## config.mk

```make
export PLATFORM = sky130hd
export DESIGN_NAME = sinc3_decim
export DESIGN_NICKNAME = d
export VERILOG_FILES = /design/src/rtl/sinc3_pkg.sv /design/src/rtl/sinc3_integ.sv /design/src/rtl/sinc3_comb.sv /design/src/rtl/sinc3_post.sv /design/src/rtl/sinc3_decim.sv
export SDC_FILE = /design/constraint.sdc
export NUM_CORES = 1
export LEC_CHECK = 0
export BUFFER_PORTS_ARGS = -buffer_cell sky130_fd_sc_hd__buf_2
export CELL_PAD_IN_SITES_DETAIL_PLACEMENT = 1
export CELL_PAD_IN_SITES_GLOBAL_PLACEMENT = 1
export CORE_ASPECT_RATIO = 0.8
export CORE_MARGIN = 1.5
export CORE_UTILIZATION = 49
export DETAILED_ROUTE_END_ITERATION = 12
export GPL_TIMING_DRIVEN = 1
export PLACE_DENSITY = 0.81
export SKIP_CTS_REPAIR_TIMING = 1
export SYNTH_ARGS = -nofsm -noshare
export SYNTH_HDL_FRONTEND = slang
export SYNTH_SLANG_ARGS = --single-unit
```

## constraint.sdc

```tcl
create_clock -name clk -period 9.4 [get_ports clk]
set_input_delay 0.94 -clock clk [delete_from_list [all_inputs] [get_ports clk]]
set_output_delay 0.94 -clock clk [all_outputs]
set_load 0.05 [all_outputs]
```

## src/rtl/sinc3_pkg.sv

```systemverilog
package sinc3_pkg;

    localparam int ORDER = 3;
    localparam int OUT_W = 16;

    // Accumulator width that keeps modulo arithmetic exact up to DMAX.
    function automatic int acc_bits(input int dmax);
        return 1 + ORDER * $clog2(dmax);
    endfunction

    typedef struct packed {
        logic                    clipped;
        logic signed [OUT_W-1:0] val;
    } clip_t;

    function automatic clip_t clip16(input logic signed [63:0] v);
        clip_t r;
        if (v > 64'sd32767) begin
            r.val     = 16'sh7fff;
            r.clipped = 1'b1;
        end else if (v < -64'sd32768) begin
            r.val     = 16'sh8000;
            r.clipped = 1'b1;
        end else begin
            r.val     = v[OUT_W-1:0];
            r.clipped = 1'b0;
        end
        return r;
    endfunction

endpackage

```

## src/rtl/sinc3_integ.sv

```systemverilog
module sinc3_integ
    import sinc3_pkg::*;
#(
    parameter int W = 25
) (
    input  logic         clk,
    input  logic         rst,
    input  logic         clr,
    input  logic         smp,
    input  logic         bit_in,
    output logic [W-1:0] i3_next
);
    logic [W-1:0] acc_q [ORDER];
    logic [W-1:0] acc_d [ORDER];

    // Chained so that the last stage holds the exact triple running sum.
    for (genvar k = 0; k < ORDER; k++) begin : g_stage
        if (k == 0) begin : g_first
            assign acc_d[k] = acc_q[k] + W'(bit_in);
        end else begin : g_next
            assign acc_d[k] = acc_q[k] + acc_d[k-1];
        end

        always_ff @(posedge clk) begin
            if (rst || clr)
                acc_q[k] <= '0;
            else if (smp)
                acc_q[k] <= acc_d[k];
        end
    end

    assign i3_next = acc_d[ORDER-1];

endmodule

```

## src/rtl/sinc3_comb.sv

```systemverilog
module sinc3_comb
    import sinc3_pkg::*;
#(
    parameter int W    = 25,
    parameter int DR_W = 9
) (
    input  logic            clk,
    input  logic            rst,
    input  logic            clr,
    input  logic            smp,
    input  logic [DR_W-1:0] dec_q,
    input  logic [W-1:0]    i3_next,
    output logic [W-1:0]    raw_q,
    output logic            raw_vld,
    output logic            raw_early
);
    logic [DR_W-1:0] cnt;
    logic [1:0]      settle;
    logic [W-1:0]    dly   [ORDER];
    logic [W-1:0]    stg_in[ORDER];
    logic [W-1:0]    diff  [ORDER];
    logic            dec_pt;

    assign dec_pt = smp && (cnt == dec_q - 1'b1);

    for (genvar k = 0; k < ORDER; k++) begin : g_diff
        if (k == 0) begin : g_first
            assign stg_in[k] = i3_next;
        end else begin : g_next
            assign stg_in[k] = diff[k-1];
        end
        assign diff[k] = stg_in[k] - dly[k];
    end

    always_ff @(posedge clk) begin
        if (rst || clr) begin
            cnt       <= '0;
            settle    <= '0;
            raw_q     <= '0;
            raw_vld   <= 1'b0;
            raw_early <= 1'b0;
            for (int k = 0; k < ORDER; k++) dly[k] <= '0;
        end else begin
            raw_vld <= 1'b0;
            if (smp)
                cnt <= dec_pt ? '0 : cnt + 1'b1;
            if (dec_pt) begin
                for (int k = 0; k < ORDER; k++) dly[k] <= stg_in[k];
                raw_q     <= diff[ORDER-1];
                raw_vld   <= 1'b1;
                raw_early <= (settle != 2'd2);
                if (settle != 2'd2)
                    settle <= settle + 2'd1;
            end
        end
    end

endmodule

```

## src/rtl/sinc3_post.sv

```systemverilog
module sinc3_post
    import sinc3_pkg::*;
#(
    parameter int W    = 25,
    parameter int SH_W = 5
) (
    input  logic                    clk,
    input  logic                    rst,
    input  logic                    clr,
    input  logic [W-1:0]            raw,
    input  logic                    vld,
    input  logic                    early,
    input  logic signed [W:0]       bias,
    input  logic [SH_W-1:0]         shift,
    input  logic                    sat_clr,
    output logic signed [OUT_W-1:0] dout,
    output logic                    dout_valid,
    output logic                    dout_early,
    output logic                    sat_flag,
    output logic                    sat_hit
);
    logic signed [W+1:0] sum;
    logic signed [W+1:0] scaled;
    logic signed [63:0]  wide;
    clip_t               res;

    always_comb begin
        sum     = $signed({2'b00, raw}) + $signed({bias[W], bias});
        scaled  = sum >>> shift;
        wide    = {{(64-W-2){scaled[W+1]}}, scaled};
        res     = clip16(wide);
        sat_hit = vld && !clr && res.clipped;
    end

    always_ff @(posedge clk) begin
        if (rst) begin
            dout       <= '0;
            dout_valid <= 1'b0;
            dout_early <= 1'b0;
            sat_flag   <= 1'b0;
        end else begin
            dout_valid <= vld && !clr;
            dout_early <= vld && !clr && early;
            if (vld && !clr)
                dout <= res.val;
            if (sat_hit)
                sat_flag <= 1'b1;
            else if (sat_clr)
                sat_flag <= 1'b0;
        end
    end

endmodule

```

## src/rtl/sinc3_decim.sv

```systemverilog
module sinc3_decim
    import sinc3_pkg::*;
#(
    parameter int DMAX = 256,
    localparam int W    = acc_bits(DMAX),
    localparam int DR_W = $clog2(DMAX + 1),
    localparam int SH_W = $clog2(W)
) (
    input  logic                    clk,
    input  logic                    rst,
    input  logic                    sync,
    input  logic                    mod_en,
    input  logic                    bit_in,
    input  logic [DR_W-1:0]         dec_rate,
    input  logic signed [W:0]       bias,
    input  logic [SH_W-1:0]         shift,
    input  logic                    sat_clr,
    output logic signed [OUT_W-1:0] dout,
    output logic                    dout_valid,
    output logic                    dout_early,
    output logic                    sat_flag
);
    logic            running;
    logic [DR_W-1:0] dec_q;
    logic            smp;
    logic [W-1:0]    i3_next;
    logic [W-1:0]    raw_q;
    logic            raw_vld;
    logic            raw_early;
    logic            sat_hit;

    assign smp = running && mod_en && !sync;

    always_ff @(posedge clk) begin
        if (rst) begin
            running <= 1'b0;
            dec_q   <= DR_W'(2);
        end else if (sync) begin
            running <= 1'b1;
            if (dec_rate < DR_W'(2))
                dec_q <= DR_W'(2);
            else if (dec_rate > DR_W'(DMAX))
                dec_q <= DR_W'(DMAX);
            else
                dec_q <= dec_rate;
        end
    end

    sinc3_integ #(.W(W)) u_integ (
        .clk(clk), .rst(rst), .clr(sync), .smp(smp),
        .bit_in(bit_in), .i3_next(i3_next)
    );

    sinc3_comb #(.W(W), .DR_W(DR_W)) u_comb (
        .clk(clk), .rst(rst), .clr(sync), .smp(smp), .dec_q(dec_q),
        .i3_next(i3_next), .raw_q(raw_q), .raw_vld(raw_vld),
        .raw_early(raw_early)
    );

    sinc3_post #(.W(W), .SH_W(SH_W)) u_post (
        .clk(clk), .rst(rst), .clr(sync), .raw(raw_q), .vld(raw_vld),
        .early(raw_early), .bias(bias), .shift(shift), .sat_clr(sat_clr),
        .dout(dout), .dout_valid(dout_valid), .dout_early(dout_early),
        .sat_flag(sat_flag), .sat_hit(sat_hit)
    );

endmodule

```

==> metrics, run 1 <==
final setup TNS 0 ps; CP bufs+invs 4; Fmax between 100 and 150 MHz; status finished, final reports clean; Post-synth top flop edfxtp_1; dpl cell area around 0.018 sq mm; worst slack at placement -289 ps; P_leak 0.00851 uW; vias in the first global route between 15,000 and 20,000; final instance area roughly 0.02 sq mm; sequential area share after synthesis 33.4%; layout overhead on the synthesized area 11.2%; Cell Pwr Density ~280 mW/mm^2; distinct cell type count after synthesis 84; die footprint 0.0369 sq mm; Filler Cells Inserted around 4,200; CP peak stage delay ~460 ps; mapped cell area between 0.015 and 0.02 sq mm; post-synthesis cell count about 2,000; Top delay family on crit path compound AO/OA/AOI/OAI gates; minimum clock period just under 9000 ps; # clock sinks ~220; Worst EP arrival just over 9000 ps; count of input and output buffers 64; Worst path slowest cell or4_1; Final Setup Violations 0; Clk Tree Root Cell clkbuf_16; syn avg cell area 8.73 sq um; worst hold-check path type reg -> reg; TritonCTS clock tree done; CP Launch Type primary input; post-DR vias/cell 5.96; Yosys Warn Count 0; Clock Latency Late Sink between 500 and 600 ps; Max-slew headroom 25.1%; WP data required just under 10,000 ps; post-DP HPWL around 39 mm; Die Y 172 um; slew of the pin with the lowest slew margin 1120 ps; layout cells sized above 1 10.1%; first-pass GRT wire length ~85 mm; I/O pin total 65; DR WL/cell 20.5 um; Post-synth EDFFs 150; RSZ-0062 raised after global routing true; n_diodes 0; CTS Buf Count 26; GPL Wtd Cong ~0.92; Worst VDD drop approximately 0.45 mV; Initial Util approximately 50%; Core Area 0.0350 sq mm; clock buffer depth 3; period utilisation layout ~95%; Worst-path clk slew ~60 ps; Routed WL around 53 mm; commonest cells after routing, fill and taps aside 255 x nor2_1, 153 x inv_1, 152 x ha_1; First-pass DRT Iterations 8; Max Cap Viol 0; Die X between 200 and 250 um; share of async-settable or async-resettable flops after synthesis 0%; total gr overflow 0; Max FO, Critical Path 5; Fin. Hold Viols 0; final max-slew violation count 0; CTS H-tree lvls 1; Final Hold Slack around 460 ps; initial antenna violation count 1; largest net degree at the start of global routing 76; Remaining DRCs 0; # nets final about 2,300; setup ws final about 500 ps; Pwr Total 5460 uW; synthesized flop and latch total 217; Core Rows 61; critical path's most frequent cell ha_1; Post-DRT Antenna Nets 0; Final Skew 33.0 ps; crit path kind in -> reg; Detailed Route Iter0 Violations ~1,200; Post-Syn Nets about 2,200; commonest non-fill, non-tap cell in the layout nor2_1; crit end category flip-flop; via count 15,300; total track usage between 20% and 30%
[layer usage]
layer	global-route usage (%)	share of wire, %	wire length, um
met1	42.7	50	26500
met2	43.9	44	23000
met3	3.43	4.3	2280
met4	4.59	1.4	728
met5	0	0	0
[sequential cells by signal, indices dropped and copies added, names as in the netlist]
name,cells
u_comb.raw_q,25
u_comb.cnt,9
dec_q,9
u_post.dout_early,1
u_comb.raw_vld,1
u_post.dout,16
u_post.sat_flag,1
u_comb.raw_early,1
running,1
u_comb.settle,2
u_post.dout_valid,1
u_integ.acc_q,75
u_comb.dly,75
[kinds of logic (layout without fill, tap and decap cells)]
| family | after synthesis | after routing | synth area share (%) |
|---|---|---|---|
| multiplexers | 46 | 46 | 3.38 |
| XOR/XNOR | 167 | 167 | 8.44 |
| AO/OA/AOI/OAI | 464 | 464 | 18.1 |
| adder cells (fa/ha/maj) | 161 | 161 | 11.8 |
| AND/OR/NAND/NOR | 724 | 724 | 19.9 |
| flip-flops | 217 | 217 | 33.4 |
| buffers and inverters | 226 | 310 | 4.98 |
[final timing paths]
| kind | slack [ps] | from | endpoint | cells past startpoint |
|---|---|---|---|---|
| worst min-delay path | 460 | u_post.sat_flag | u_post.sat_flag | 1 |
| worst min register to register | 460 | u_post.sat_flag | u_post.sat_flag | 1 |
| worst max-delay path | 490 | bit_in | u_comb.raw_q[24] | 41 |
| worst max register to register | 570 | u_integ.acc_q[0][0] | u_comb.raw_q[24] | 40 |
[power by group]
part	switching, uW	total [uW]	internal (uW)
Sequential	19.4	1070	1050
Combinational	1900	3340	1440
Clock	424	1040	621
Total	2350	5460	3120
[worst reg2reg max path: cells and delay by family (launching register included)]
family	cells	cell delay, ps
flip-flops	1	400
adder cells (fa/ha/maj)	6	1670
XOR/XNOR	7	1420
buffers and inverters	3	470
AO/OA/AOI/OAI	15	2820
AND/OR/NAND/NOR	9	1900
[cell type report]
type                    instances  area (sq um)  area share, %
multi-input cells            1562         10900           56.2
clock buffers                  36           688           3.54
well taps                     472           591           3.03
flip-flops and latches        217          5850           30.0
repair buffers                107           643           3.30
inverters                     155           582           2.99
clock inverters                12           166          0.855
[synth_stat cells, types with 6 or more instances]
cell type  instances  area, sq um
a31oi_1           11         68.8
a211oi_1          38          285
o31a_1            10         87.6
a21oi_1          115          576
o21a_1            30          225
nand4_1           20          125
a21o_1            37          278
a21boi_0           6         45.0
nor2_1           256          961
nand2_1          129          484
nor2b_1           18          113
edfxtp_1         150         4500
mux2i_1           31          310
mux4_2            10          225
dfxtp_1           67         1340
xor2_1            61          534
nand3_1           49          245
a22oi_1            8         60.1
or2_2              6         37.5
xnor2_1          105          920
nor3_1            48          240
or3_1             12         75.1
a22o_1             7         61.3
o211ai_1          14          105
o21bai_1           9         67.6
clkbuf_1          64          240
fa_1               6          120
and2_1           108          676
o31ai_1           10         75.1
ha_1             155         1940
inv_1            154          578
and3_1            22          138
a211o_1            7         61.3
o21ai_0           82          410
nand2b_1          31          194
[through the flow]
stage / utilization, % / cells
floorplan: - / 2005
global placement: 52.7 / 2509
detailed placement: 52.7 / 2509
CTS: 55.2 / 2557
global route: 55.7 / 2561
finish: 55.7 / 2561
(Power assumes the default switching activity.)
==> run 2, diff against run 1 <==
--- a/config.mk
+++ b/config.mk
@@ -6,15 +6,15 @@
 export NUM_CORES = 1
 export LEC_CHECK = 0
 export BUFFER_PORTS_ARGS = -buffer_cell sky130_fd_sc_hd__buf_2
-export CELL_PAD_IN_SITES_DETAIL_PLACEMENT = 1
-export CELL_PAD_IN_SITES_GLOBAL_PLACEMENT = 1
 export CORE_ASPECT_RATIO = 0.8
 export CORE_MARGIN = 1.5
-export CORE_UTILIZATION = 49
+export CORE_UTILIZATION = 60
 export DETAILED_ROUTE_END_ITERATION = 12
 export GPL_TIMING_DRIVEN = 1
-export PLACE_DENSITY = 0.81
+export PLACE_DENSITY = 0.77
 export SKIP_CTS_REPAIR_TIMING = 1
+export SKIP_LAST_GASP = 1
 export SYNTH_ARGS = -nofsm -noshare
 export SYNTH_HDL_FRONTEND = slang
+export SYNTH_HIERARCHICAL = 1
 export SYNTH_SLANG_ARGS = --single-unit
==> run 2 against run 1 <==
  * Final area rose by 3.4%
  * Die area decreased by 13%
  * Register-to-register slack better by 30 ps
  * Total power fell by 1.6%
  * Clock-buffer cell count decreased by 1
  * Sequential cell count stayed put
  * Worst hold slack better by 8.1 ps
  * First-iteration DRC count up 27%
  * Setup slack got worse by 40 ps
  * Critical path depth is 3 higher
  * Cell count hardly changed
  * Sequential share of layout area fell by 1.0 points
==> metrics, run 2 <==
status finished, final reports clean (unchanged); layout overhead on the synthesized area 7.93% (was 11.2%); crit path kind in -> reg (unchanged); Clk Tree Root Cell clkbuf_16 (unchanged); Worst VDD drop 0.239 mV (was 0.450 mV); count of input and output buffers 64 (unchanged); post-DP HPWL 34.6 mm (was 39.5 mm); DR WL/cell 18.4 um (was 20.5 um); CTS Buf Count 25 (was 26); critical path's most frequent cell a21o_1 (was ha_1); crit end category flip-flop (unchanged); final max-slew violation count 0 (unchanged); vias in the first global route 14,900 (was 15,400); Yosys Warn Count 6 (was 0); Worst EP arrival 9430 ps (was 9340 ps); Hold Crit Start u_comb/raw_q[16] (was u_post.sat_flag); Initial Util 61.2% (was 50.1%); First-pass DRT Iterations 6 (was 8); GPL Wtd Cong 0.933 (was 0.922); Post-DRT Antenna Nets 0 (unchanged); CP bufs+invs 1 (was 4); Worst-path clk slew 60 ps (about the same); Worst path slowest cell or4b_1 (was or4_1); Remaining DRCs 0 (unchanged); I/O pin total 65 (unchanged); clock buffer depth 3 (unchanged); cell depth of the worst min-delay path 2 (was 1); Core Rows 57 (was 61); commonest non-fill, non-tap cell in the layout a21oi_1 (was nor2_1); Max FO, Critical Path 6 (was 5); Post-Syn Nets 2,312 (was 2,212); Core Area 0.0305 sq mm (was 0.0350 sq mm); post-DR vias/cell 6.26 (was 5.96); Detailed Route Iter0 Violations 1,523 (was 1,201); post-synthesis cell count 2,109 (was 2,005); P_leak 0.00852 uW (was 0.00851 uW); via count 16,000 (was 15,300); Final Skew 11.9 ps (was 33.0 ps); syn avg cell area 8.84 sq um (was 8.73 sq um); Layout Utilization 66.1% (was 55.7%); worst hold-check path type reg -> reg (unchanged); mapped cell area 0.0186 sq mm (was 0.0175 sq mm); CP peak stage delay 440 ps (was 460 ps); first-pass GRT wire length 76.2 mm (was 84.6 mm); n_diodes 0 (unchanged); initial antenna violation count 0 (was 1); Max-slew headroom 20.2% (was 25.1%); dpl cell area 0.0191 sq mm (was 0.0184 sq mm); Pwr Total 5380 uW (was 5460 uW); die footprint 0.0322 sq mm (was 0.0369 sq mm); Fin. Hold Viols 0 (unchanged); Fmax 112 MHz (about the same); Final Setup Violations 0 (unchanged); TritonCTS clock tree done (unchanged); CP Launch Type primary input (unchanged); commonest cells after routing, fill and taps aside 170 x a21oi_1, 163 x nor2_1, 150 x edfxtp_1 (was 255 x nor2_1, 153 x inv_1, 152 x ha_1); WP data required 9880 ps (was 9840 ps); Worst R2R End u_comb/raw_q[24] (was u_comb.raw_q[24]); final setup TNS 0 ps (unchanged); Routed WL 47.0 mm (was 52.5 mm); final instance area 0.0201 sq mm (was 0.0195 sq mm); layout cells sized above 1 10.9% (was 10.1%); largest net degree at the start of global routing 84 (was 76); slew of the pin with the lowest slew margin 1190 ps (was 1120 ps); period utilisation layout 95.2% (was 94.8%); Max Cap Viol 0 (unchanged); top flop regs u_comb/dly x75, u_integ/acc_q x75, u_comb/raw_q x25 (was u_comb.dly x75, u_integ.acc_q x75, u_comb.raw_q x25); Die X 200 um (was 214 um); R2R setup slack 600 ps (was 570 ps); Cell Pwr Density 267 mW/mm^2 (was 281 mW/mm^2); # clock sinks 217 (unchanged); Worst Hold End u_comb/raw_q[16] (was u_post.sat_flag); R2R Path Start u_integ/acc_q[0][0] (was u_integ.acc_q[0][0]); Top delay family on crit path simple AND/OR/NAND/NOR gates (was compound AO/OA/AOI/OAI gates); CTS H-tree lvls 1 (unchanged); Die Y 161 um (was 172 um); total track usage 28.5% (was 28.3%); worst reg2reg path depth 43 (was 40); Clock Latency Late Sink 540 ps (was 560 ps); # nets final 2,330 (was 2,276); total gr overflow 0 (unchanged); minimum clock period 8950 ps (was 8910 ps)
[run 2: cell types whose count changed in the layout (fill, tap and decap cells not counted), moves of 15 or more]
cell,previous run,this run
inv_1,153,117
o21ai_1,5,38
nor2_1,255,163
a221o_1,1,17
a21o_1,37,64
a21oi_1,112,170
and2_1,108,138
nand4_1,20,35
[run 2: worst min-delay path, delay by kind of cell (launching register included)]
kind	cells	cell delay, ps
AOI/OAI and AO/OA	1	50
and+or+nand+nor	1	60
DFF	1	320
[run 2: worst max-delay path by stage]
stage / startpoint / end / slack (ps) / depth (start not counted)
CTS: bit_in / u_comb/raw_q[24] / 300 / 40
global route: bit_in / u_comb/raw_q[24] / -100 / 43
finish: bit_in / u_comb/raw_q[24] / 450 / 44
global placement: bit_in / u_comb/raw_q[24] / -9 / 40
floorplan: bit_in / u_comb/raw_q[24] / 580 / 37
detailed placement: bit_in / u_comb/raw_q[24] / -230 / 40
[run 2: report_power, final]
part	total (uW)	switching [uW]	internal [uW]
Clock	978	396	582
Sequential	1070	18.0	1050
Combinational	3330	1970	1360
Total	5380	2390	2990
[run 2: layout make-up]
cell class | instances | area, sq um
clock buffer | 35 | 673
fill | 2558 | 10300
inverter | 122 | 458
clock inverter | 11 | 138
timing repair buffer | 93 | 538
tap | 413 | 517
multi-input combinational | 1668 | 12000
sequential | 217 | 5850
[run 2: metal layers]
layer / vias to the layer above / share of wire, % / GRT usage, %
met5: - / 0 / 0
met1: 7643 / 46 / 40.0
met3: 77 / 6.2 / 4.04
met2: 532 / 46 / 46.7
li1: 7758 / - / -
met4: 0 / 2.3 / 6.44
[run 2: stage by stage]
step / std cells / hold WS [ps] / worst slack (ps)
after floorplan: 2109 / 427 / 581
after global placement: 2503 / 442 / -8.93
after detailed placement: 2503 / 463 / -226
after CTS: 2549 / 471 / 304
after global routing: 2559 / 492 / -104
final: 2559 / 470 / 453
